$ cat src/rtl/pcr_pkg.sv
package pcr_pkg;

  typedef enum logic [1:0] {
    ST_IDLE = 2'd0,
    ST_LOAD = 2'd1,
    ST_CMP  = 2'd2
  } pcr_state_t;

  // number of unordered pairs from n items
  function automatic int unsigned pair_count(input int unsigned n);
    return (n * (n - 1)) / 2;
  endfunction

  // width needed to index n items (at least 1)
  function automatic int unsigned idx_width(input int unsigned n);
    return (n <= 2) ? 1 : $clog2(n);
  endfunction

endpackage

$ cat src/rtl/pcr_sample_store.sv
module pcr_sample_store #(
  parameter int unsigned N_SMP = 20,
  parameter int unsigned SMP_W = 16,
  parameter int unsigned IW    = 5
) (
  input  logic             clk,
  input  logic             rst,
  input  logic             wr_en,
  input  logic [IW-1:0]    wr_idx,
  input  logic [SMP_W-1:0] wr_data,
  input  logic [IW-1:0]    rd_idx_a,
  input  logic [IW-1:0]    rd_idx_b,
  output logic [SMP_W-1:0] rd_a,
  output logic [SMP_W-1:0] rd_b
);

  logic [SMP_W-1:0] mem [N_SMP];

  for (genvar g = 0; g < N_SMP; g++) begin : g_entry
    always_ff @(posedge clk) begin
      if (rst)
        mem[g] <= '0;
      else if (wr_en && (wr_idx == IW'(g)))
        mem[g] <= wr_data;
    end
  end

  assign rd_a = mem[rd_idx_a];
  assign rd_b = mem[rd_idx_b];

endmodule

$ cat src/rtl/pcr_pair_seq.sv
module pcr_pair_seq #(
  parameter int unsigned N_SMP  = 20,
  parameter int unsigned IW     = 5,
  parameter int unsigned RESP_W = 190,
  parameter int unsigned KW     = 8
) (
  input  logic          clk,
  input  logic          rst,
  input  logic          clear,
  input  logic          step,
  output logic [IW-1:0] idx_i,
  output logic [IW-1:0] idx_j,
  output logic [KW-1:0] bit_k,
  output logic          last
);

  localparam logic [IW-1:0] J_TOP  = IW'(N_SMP - 1);
  localparam logic [KW-1:0] K_LAST = KW'(RESP_W - 1);

  logic row_end;
  assign row_end = (idx_j == J_TOP);
  assign last    = (bit_k == K_LAST);

  always_ff @(posedge clk) begin
    if (rst || clear) begin
      idx_i <= '0;
      idx_j <= IW'(1);
      bit_k <= '0;
    end else if (step && !last) begin
      bit_k <= bit_k + KW'(1);
      if (row_end) begin
        idx_i <= idx_i + IW'(1);
        idx_j <= idx_i + IW'(2);
      end else begin
        idx_j <= idx_j + IW'(1);
      end
    end
  end

endmodule

$ cat src/rtl/pcr_resp_pack.sv
module pcr_resp_pack #(
  parameter int unsigned RESP_W = 190,
  parameter int unsigned KW     = 8
) (
  input  logic              clk,
  input  logic              rst,
  input  logic              clear,
  input  logic              wr_en,
  input  logic [KW-1:0]     wr_idx,
  input  logic              wr_bit,
  output logic [RESP_W-1:0] resp
);

  for (genvar g = 0; g < RESP_W; g++) begin : g_bit
    always_ff @(posedge clk) begin
      if (rst || clear)
        resp[g] <= 1'b0;
      else if (wr_en && (wr_idx == KW'(g)))
        resp[g] <= wr_bit;
    end
  end

endmodule

$ cat src/rtl/pairwise_response_gen.sv
module pairwise_response_gen
  import pcr_pkg::*;
#(
  parameter int unsigned N_SMP = 20,
  parameter int unsigned SMP_W = 16,
  localparam int unsigned RESP_W = pair_count(N_SMP),
  localparam int unsigned IW     = idx_width(N_SMP),
  localparam int unsigned KW     = idx_width(RESP_W)
) (
  input  logic              clk,
  input  logic              rst,
  input  logic              start_i,
  input  logic              smp_valid_i,
  input  logic [SMP_W-1:0]  smp_data_i,
  output logic              smp_ready_o,
  output logic              busy_o,
  output logic              done_o,
  output logic [RESP_W-1:0] resp_o
);

  localparam logic [IW-1:0] LD_LAST = IW'(N_SMP - 1);

  pcr_state_t       state;
  logic [IW-1:0]    ld_cnt;
  logic             done_q;

  // named internal events
  logic             start_go;
  logic             accept;
  logic             load_last;
  logic             cmp_active;
  logic             seq_last;
  logic [IW-1:0]    pair_i;
  logic [IW-1:0]    pair_j;
  logic [KW-1:0]    pair_k;
  logic [SMP_W-1:0] val_i;
  logic [SMP_W-1:0] val_j;
  logic             cmp_bit;

  assign cmp_active  = (state == ST_CMP);
  assign smp_ready_o = (state == ST_LOAD);
  assign busy_o      = (state != ST_IDLE);
  assign start_go    = start_i && !cmp_active;
  assign accept      = smp_valid_i && smp_ready_o && !start_i;
  assign load_last   = accept && (ld_cnt == LD_LAST);
  assign cmp_bit     = (val_i < val_j);
  assign done_o      = done_q;

  always_ff @(posedge clk) begin
    if (rst) begin
      state  <= ST_IDLE;
      ld_cnt <= '0;
      done_q <= 1'b0;
    end else begin
      done_q <= cmp_active && seq_last;
      if (start_go) begin
        state  <= ST_LOAD;
        ld_cnt <= '0;
      end else begin
        unique case (state)
          ST_LOAD: begin
            if (accept) begin
              ld_cnt <= ld_cnt + IW'(1);
              if (load_last) state <= ST_CMP;
            end
          end
          ST_CMP:  if (seq_last) state <= ST_IDLE;
          default: state <= state;
        endcase
      end
    end
  end

  pcr_sample_store #(.N_SMP(N_SMP), .SMP_W(SMP_W), .IW(IW)) u_store (
    .clk      (clk),
    .rst      (rst),
    .wr_en    (accept),
    .wr_idx   (ld_cnt),
    .wr_data  (smp_data_i),
    .rd_idx_a (pair_i),
    .rd_idx_b (pair_j),
    .rd_a     (val_i),
    .rd_b     (val_j)
  );

  pcr_pair_seq #(.N_SMP(N_SMP), .IW(IW), .RESP_W(RESP_W), .KW(KW)) u_seq (
    .clk   (clk),
    .rst   (rst),
    .clear (start_go),
    .step  (cmp_active),
    .idx_i (pair_i),
    .idx_j (pair_j),
    .bit_k (pair_k),
    .last  (seq_last)
  );

  pcr_resp_pack #(.RESP_W(RESP_W), .KW(KW)) u_pack (
    .clk    (clk),
    .rst    (rst),
    .clear  (start_go),
    .wr_en  (cmp_active),
    .wr_idx (pair_k),
    .wr_bit (cmp_bit),
    .resp   (resp_o)
  );

endmodule

$ cat config.mk
export PLATFORM = sky130hd
export DESIGN_NAME = pairwise_response_gen
export DESIGN_NICKNAME = d
export VERILOG_FILES = /design/src/rtl/pcr_pkg.sv /design/src/rtl/pcr_sample_store.sv /design/src/rtl/pcr_pair_seq.sv /design/src/rtl/pcr_resp_pack.sv /design/src/rtl/pairwise_response_gen.sv
export SDC_FILE = /design/constraint.sdc
export NUM_CORES = 1
export LEC_CHECK = 0
export BUFFER_PORTS_ARGS = -buffer_cell sky130_fd_sc_hd__buf_2
export CORE_MARGIN = 2
export CORE_UTILIZATION = 48
export CTS_CLUSTER_DIAMETER = 30
export DETAILED_ROUTE_END_ITERATION = 6
export GPL_TIMING_DRIVEN = 1
export PLACE_DENSITY_LB_ADDON = 0.05
export SETUP_SLACK_MARGIN = 0.4
export SKIP_CTS_REPAIR_TIMING = 1
export SLEW_MARGIN = 20
export SYNTH_ARGS = -nofsm -noshare
export SYNTH_HDL_FRONTEND = slang
export SYNTH_SLANG_ARGS = --single-unit
$ cat constraint.sdc
create_clock -name clk -period 8.9 [get_ports clk]
set_clock_uncertainty 0.1 [all_clocks]
set_input_delay 0.89 -clock clk [delete_from_list [all_inputs] [get_ports clk]]
set_output_delay 0.89 -clock clk [all_outputs]
set_load 0.01 [all_outputs]
Word level (Yosys, flattened, before mapping)
Memory sizes are Yosys's and may differ from the RTL's. A register that Yosys moved wholly into a read port is not among the register bits.
Index checks and enable logic that the tools add are counted.
- add/sub/neg operators: 5
- $mul: 0
- div/mod/pow operators: 0
- $lt $le $gt $ge: 1
- equality and inequality tests: 217
- shifts and indexed selects: 0
- muxes and demuxes: 92
- bitwise logic cells: 20
- reduce and logical (&&, ||, !) cells: 228
- operators with widths (operator ; count):
    $eq 8x7->1 const B ; 64
    $eq 8x8->1 const B ; 62
    $mux 16 ; 20
    $eq 8x6->1 const B ; 32
    $logic_and 1x1->1 ; 214
    $eq 8x5->1 const B ; 16
    $eq 8x4->1 const B ; 8
    $mux 1 ; 63
    $eq 5x4->1 const B ; 8
    $eq 8x3->1 const B ; 4
    $eq 5x5->1 const B ; 5
    $mux 5 ; 5
    $eq 5x3->1 const B ; 4
    $or 1x1->1 ; 20
    $eq 8x2->1 const B ; 2
    $lt 16x16->1 ; 1
    $add 5x1->5 const B ; 3
    $eq 5x2->1 const B ; 2
    $ne 3x1->1 const B ; 3
    $add 8x1->8 const B ; 1
    $eq 8x1->1 const B ; 1
    $logic_not 8->1 ; 1
    $reduce_and 4->1 ; 2
    $mux 2 ; 3
    13 further kinds ; 19
- register bits: 216
- latch bits: 0
- memory bits (writable): 320
- memory bits (read-only): 0
- bits of input ports: 20
- output and inout bits: 193
- logic and storage cells: 761
- memories: 1
- memory list (memory ; words ; width ; rd ports ; clocked after Yosys merged registers in ; write ports ; RTL line ; text):
    u_store.mem ; 20 ; 16 ; 2 ; 2 ; 20 ; pcr_sample_store.sv:17 ; logic [SMP_W-1:0] mem [N_SMP];

Depth between registers and ports, before layout
Gate-level depths: netlist (run 1).
- depth in word-level cells: 8
- mapped depth: 16
- depth with buffers taken out: 10

Modules after synthesis
From an unflattened synthesis (run 1), not the netlist that was laid out.
- cells, all modules: 2449
- area total of the unflattened synthesis: 27642.8 um^2
- by module, submodules not included (module ; times used ; cells an instance ; area an instance (um^2) ; sequential area each (um^2)):
    pcr_sample_store ; 1 ; 1362 ; 17608.1 ; 9609.2
    pcr_resp_pack ; 1 ; 886 ; 8275.4 ; 3803.6
    pcr_pair_seq ; 1 ; 110 ; 1007.2 ; 360.3
    pairwise_response_gen ; 1 ; 91 ; 752.0 ; 160.2

Worst setup path after synthesis (run 1)
OpenSTA, ideal clock, no wires.
- path type: reg2reg
- start point: reg with a tool-made name
- end point: reg u_pack.resp[183]
- setup time: 0.088 ns
- arrival time: 4.285 ns
- path slack: 4.427 ns
- stages on the path, launching flop included: 16
- cell sequence: dfxtp_1 > clkbuf_1 > buf_2 > buf_2 > mux4_2 > mux4_2 > mux2_2 > ha_1 > a21o_1 > a21o_1 > a2111oi_0 > o21ai_0 > o31a_1 > buf_6 > buf_6 > a311oi_2
- RTL lines (what ; RTL line ; text):
    to (signal, indexed assignment) ; pcr_resp_pack.sv:19 ; resp[g] <= wr_bit;
    to (decl) ; pcr_resp_pack.sv:11 ; output logic [RESP_W-1:0] resp

==> results_dict.tcl, run 1 <==
set metrics [dict create \
    path_max_fanout 110 \
    min_path_type "reg2reg" \
    antenna_found_initial 9 \
    fmax_ghz 0.160 \
    core_area_sq_um 53800 \
    pre_cts_ws_ps 2220 \
    tightestPinTransition_ps 1120 \
    clock-root-buffer "clkbuf_16" \
    synth_edf_count 320 \
    required_ps 9370 \
    h-tree-depth 3 \
    rows 85 \
    ys_warn_count 0 \
    drv_cap 0 \
    synth_top_area_share_pct 36.7 \
    relSlewSlack_pct 25.6 \
    p_per_area_nw_per_um2 236 \
    finalNonFillerCells 3058 \
    status "finished clean" \
    grt_pass1_wl_mm 121 \
    place_hpwl_mm 49.6 \
    nNetsFinal 2305 \
    register_area_sq_um 14100 \
    placed_cell_area_sq_um 27900 \
    die_area_sq_um 56400 \
    synth.most_common_cell "and2_1" \
    power.leakage_nw 11.9 \
    clock-sinks 546 \
    cpPeakStageDelay_ps 770 \
    cts_made_buffers 119 \
    critical_path_class "reg2reg" \
    period_share_pct 70.1 \
    critPathBufInv 4 \
    vias 18500 \
    ys_seq_area_share_pct 54.0 \
    antenna_left 0 \
    dp_cells 2832 \
    peakVddDrop_mv 0.188 \
    fillers 4300 \
    drive_gt1_share_pct 31.0 \
    synth.avg_cell_area_sq_um 12.6 \
    multi_input_area_sq_um 11400 \
    postLayoutCellArea_sq_um 32200 \
    firstDrtPassIters 5 \
    wirelength_mm 82.8 \
    wl_per_cell_um 27.1 \
    grt_max_degree 118 \
    syn-num-nets 2119 \
    drtIter0Drc 1821 \
    areaGrowthSynthToFinish_pct 22.9 \
    synth_area_leaders "edfxtp_1 37%, dfxtp_1 17%, mux4_2 16%" \
    rsz0062_at_grt "no" \
    setup_viol 0 \
    synthCells 2072 \
    synthArstFlopShare_pct 0 \
    start_util_pct 48.6 \
    critical_path.top_delay_family "compound AO/OA/AOI/OAI gates" \
    insertion_delay_ps 660 \
    ys_ff_latch 546 \
    io_pins 213 \
    die-height_um 237 \
    grt_usage_pct 29.4 \
    yosys.area.top_type "edfxtp_1" \
    min_period_ps 6240 \
    die_x_um 237 \
    drv_slew 0 \
    ys_top_cells_by_count "336 x and2_1, 320 x edfxtp_1, 226 x dfxtp_1" \
    finalWorstSetupSlack_ps 2660 \
    max-clock-path-buffers 3 \
    cts_tree "yes" \
    grt_overflow 0 \
    slowest_stage "a2111oi_0" \
    worst_setup_path_end_kind "flop" \
    gp_congestion 0.828 \
    remaining_drc_errors 0 \
    fin_setup_tns_ps 0 \
    portBuffers 212 \
    cp-start-kind "flop" \
    grt_pass1_vias 18700 \
    ys.flop_type "edfxtp_1" \
    hold_violations 0 \
    ys_types 51 \
    synthesis.area_sq_um 26200 \
    path_clk_slew_ps 50 \
    crit_arrival_ps 6710 \
    routed_via_density 6.05 \
    crit_chain "buf_16 > buf_4 > mux4_2 > mux4_2 > mux2_2 > ha_1 > a21o_1 > a21o_1 > a2111oi_0 > o21ai_0 > o31a_2 > buf_4 > buf_6 > a21oi_1" \
]
==> state kept, by name (all words and copies together), names as in the netlist, named ones only <==
register	count
ld_cnt	5
u_seq.idx_i	5
done_o	1
u_seq.idx_j	5
u_store.mem	320
state	2
u_pack.resp	190
u_seq.bit_k	8
==> worst min-delay path, delay by kind of cell, from the launching register on <==
family,cells,cell delay (ps)
AO/OA/AOI/OAI,2,170
flip-flops,1,300
==> routing by layer <==
layer  wire, um  part of all wire, %  GRT usage [%]
met1      33700                   41           38.9
met2      39300                   48           47.2
met3       6880                  8.3           7.29
met4       2840                  3.4           11.0
met5         26                0.031              0
==> final timing paths <==
check	startpoint	endpoint	slack, ps	depth (start not counted)
worst min register to register	u_pack.resp[146]	u_pack.resp[146]	410	2
worst min-delay path	u_pack.resp[146]	u_pack.resp[146]	410	2
worst max-delay path	flop	u_pack.resp[128]	2660	14
worst max register to register	flop	u_pack.resp[128]	2660	14
==> through the flow <==
stage / hold slack (ps) / utilization [%] / power, mW
3_3_place_gp: 398 / 51.7 / 3.03
5_1_grt: 432 / 59.8 / 7.78
3_5_place_dp: 403 / 51.8 / 3.04
2_1_floorplan: 378 / - / 2.96
6_report: 415 / 59.8 / 7.58
4_1_cts: 410 / 59.7 / 7.63
==> cell type report <==
| cell class | instances | share of cell area, % |
|---|---|---|
| Clock inverter | 78 | 3.00 |
| Timing Repair Buffer | 253 | 4.44 |
| Multi-Input combinational cell | 1332 | 35.6 |
| Tap cell | 696 | 2.71 |
| Clock buffer | 146 | 10.2 |
| Sequential cell | 546 | 44.0 |
| Inverter | 6 | 0.0700 |
| Antenna cell | 1 | 0.00778 |
==> cell families (layout without fill, tap and decap cells) <==
logic type,Yosys count,count (layout),synth area share (%)
AOI/OAI and AO/OA,443,443,10.5
xor gates and xnor gates,13,13,0.435
adders and majority gates,27,27,1.29
buffers and inverters,194,483,3.31
DFF,546,546,54.0
muxes,229,229,17.7
other,0,1,0
and+or+nand+nor,620,620,12.7
==> where the power goes <==
group          internal, mW  switching, mW
sequential             2.73         0.0284
clock                  3.17           1.42
combinational        0.0769          0.162
total                  5.98           1.61
==> cell usage in the layout, fill, tap and decap left out, types with 20 or more instances in the layout <==
cell	synthesis	final
clkinv_2	0	24
nor2_1	166	153
a311oi_1	59	59
a21oi_1	197	196
mux4_2	186	186
mux2i_1	27	27
edfxtp_1	320	320
buf_4	0	34
dfxtp_1	226	222
o21ai_0	125	125
bufinv_16	0	20
buf_2	19	212
ha_1	27	27
nand2_1	49	49
clkbuf_16	0	125
and2_1	336	336
(Power assumes the default switching activity.)
==> run 2: changes to the inputs <==
Clock period 8.9 ns to 6.1 ns, I/O delays scaled along.
==> results_dict.tcl, run 2 (same netlist as run 1, synthesis figures left out) <==
set metrics [dict create \
    hold_violations 0 \
    die-height_um 237 \
    p_per_area_nw_per_um2 354 \
    setup_viol 0 \
    min_path_type "in2reg" \
    reg2reg_to "u_pack.resp[168]" \
    firstDrtPassIters 5 \
    status "finished clean" \
    top_regs "u_store.mem (320), u_pack.resp (190), u_seq.bit_k (8)" \
    die_x_um 237 \
    relSlewSlack_pct 21.6 \
    setup.worst_path.end "u_pack.resp[168]" \
    mostFrequentLayoutCells "336 x and2_1, 320 x edfxtp_1, 222 x dfxtp_1, 212 x buf_2, 196 x a21oi_1" \
    max-clock-path-buffers 3 \
    cp-start-kind "flop" \
    grt_pass1_vias 18800 \
    io_pins 213 \
    fillers 4236 \
    crit_chain "buf_4 > mux4_2 > mux4_2 > mux2_2 > ha_1 > a2111oi_0 > o21ai_0 > o31a_2 > buf_12 > a311oi_1" \
    wirelength_mm 83.2 \
    path_max_fanout 190 \
    peakVddDrop_mv 0.323 \
    core_area_sq_um 53800 \
    tightestPinTransition_ps 1170 \
    drive_gt1_share_pct 31.6 \
    worst_setup_path_end_kind "flop" \
    largest_register "u_store.mem" \
    die_area_sq_um 56400 \
    cts_made_buffers 132 \
    slowest_stage "a2111oi_0" \
    postLayoutCellArea_sq_um 32600 \
    finalWorstSetupSlack_ps 780 \
    areaGrowthSynthToFinish_pct 24.5 \
    start_util_pct 48.6 \
    antenna_found_initial 13 \
    cts_tree "yes" \
    wl_per_cell_um 26.9 \
    insertion_delay_ps 710 \
    remaining_drc_errors 0 \
    largest_reg_flops 320 \
    antenna_left 0 \
    fmax_ghz 0.188 \
    placed_cell_area_sq_um 28000 \
    fin_setup_tns_ps 0 \
    clock-root-buffer "clkbuf_16" \
    grt_pass1_wl_mm 122 \
    rrSetupSlack_ps 780 \
    h-tree-depth 4 \
    grt_overflow 0 \
    power.leakage_nw 12.1 \
    rows 85 \
    routed_via_density 6.03 \
    place_hpwl_mm 51.3 \
    grt_max_degree 191 \
    required_ps 6590 \
    vias 18600 \
    period_share_pct 87.2 \
    portBuffers 212 \
    path_clk_slew_ps 50 \
    gp_congestion 0.830 \
    rsz0062_at_grt "no" \
    drv_cap 0 \
    drtIter0Drc 1693 \
    min_period_ps 5320 \
    layout_commonest_cell "and2_1" \
    nNetsFinal 2333 \
    grt_usage_pct 29.8 \
    fin_hold_ws_ps 195 \
    cpPeakStageDelay_ps 860 \
    drv_slew 0 \
    worst_path_most_repeated_cell "mux4_2" \
    worstRegToRegCells 10 \
    crit_arrival_ps 5810 \
    pre_cts_ws_ps 979 \
    clock-sinks 546 \
    critical_path_class "reg2reg" \
]
[run 2: changes by cell type in the layout (fill, tap and decap cells not counted), moves of 4 or more]
cell,delta
inv_6,+7
o21bai_2,+5
clkinvlp_4,-9
clkinv_1,+4
clkbuf_16,+12
clkbuf_1,+4
buf_4,+17
clkinv_2,-4
o21bai_4,-5
clkbuf_8,+5
nor2_2,+5
[run 2: how the worst min path moves through the flow]
stage / startpoint / cells after the start / endpoint
6_report: start_i / 3 / u_seq.idx_j[0]
5_1_grt: start_i / 3 / u_seq.idx_j[0]
4_1_cts: start_i / 3 / u_seq.idx_j[0]
3_5_place_dp: ld_cnt[4] / 2 / ld_cnt[4]
3_3_place_gp: u_seq.bit_k[0] / 2 / u_seq.bit_k[0]
2_1_floorplan: u_seq.bit_k[0] / 2 / u_seq.bit_k[0]
[run 2: final cells by class]
class	instances	area (sq um)	area share [%]
timing repair buffer	268	1550	4.76
sequential	546	14100	43.4
clock buffer	167	3660	11.2
antenna	2	5.00	0.0154
tap	696	871	2.67
inverter	6	22.5	0.0692
clock inverter	74	902	2.77
multi-input combinational	1332	11400	35.0
[run 2: power by group]
part	internal, mW	total [mW]	switching (mW)	leakage (nW)
logic	0.117	0.354	0.237	4.80
registers	3.98	4.02	0.0398	5.11
clock network	4.97	7.15	2.18	2.23
[run 2: critical path, delay by kind of cell (launching register included)]
kind	cells	cell delay [ps]
mux	3	1350
compound gates	4	1820
buf+inv	2	720
flops	1	790
fa+ha+maj	1	210
[run 2: layer usage]
metal,share of wire [%],track usage (%),vias up
li1,-,-,8249
met1,40,38.9,9411
met2,48,47.3,794
met3,8.6,7.94,179
met4,3.4,12.7,10
met5,0.084,0,-
[run 2: stage by stage]
| stage | total power, mW | std cells | utilization [%] |
|---|---|---|---|
| 2_1_floorplan | 4.31 | 2072 | - |
| 3_3_place_gp | 4.42 | 2847 | 52.0 |
| 3_5_place_dp | 4.43 | 2847 | 52.0 |
| 4_1_cts | 11.6 | 3088 | 60.4 |
| 5_1_grt | 11.8 | 3089 | 60.5 |
| 6_report | 11.5 | 3091 | 60.5 |
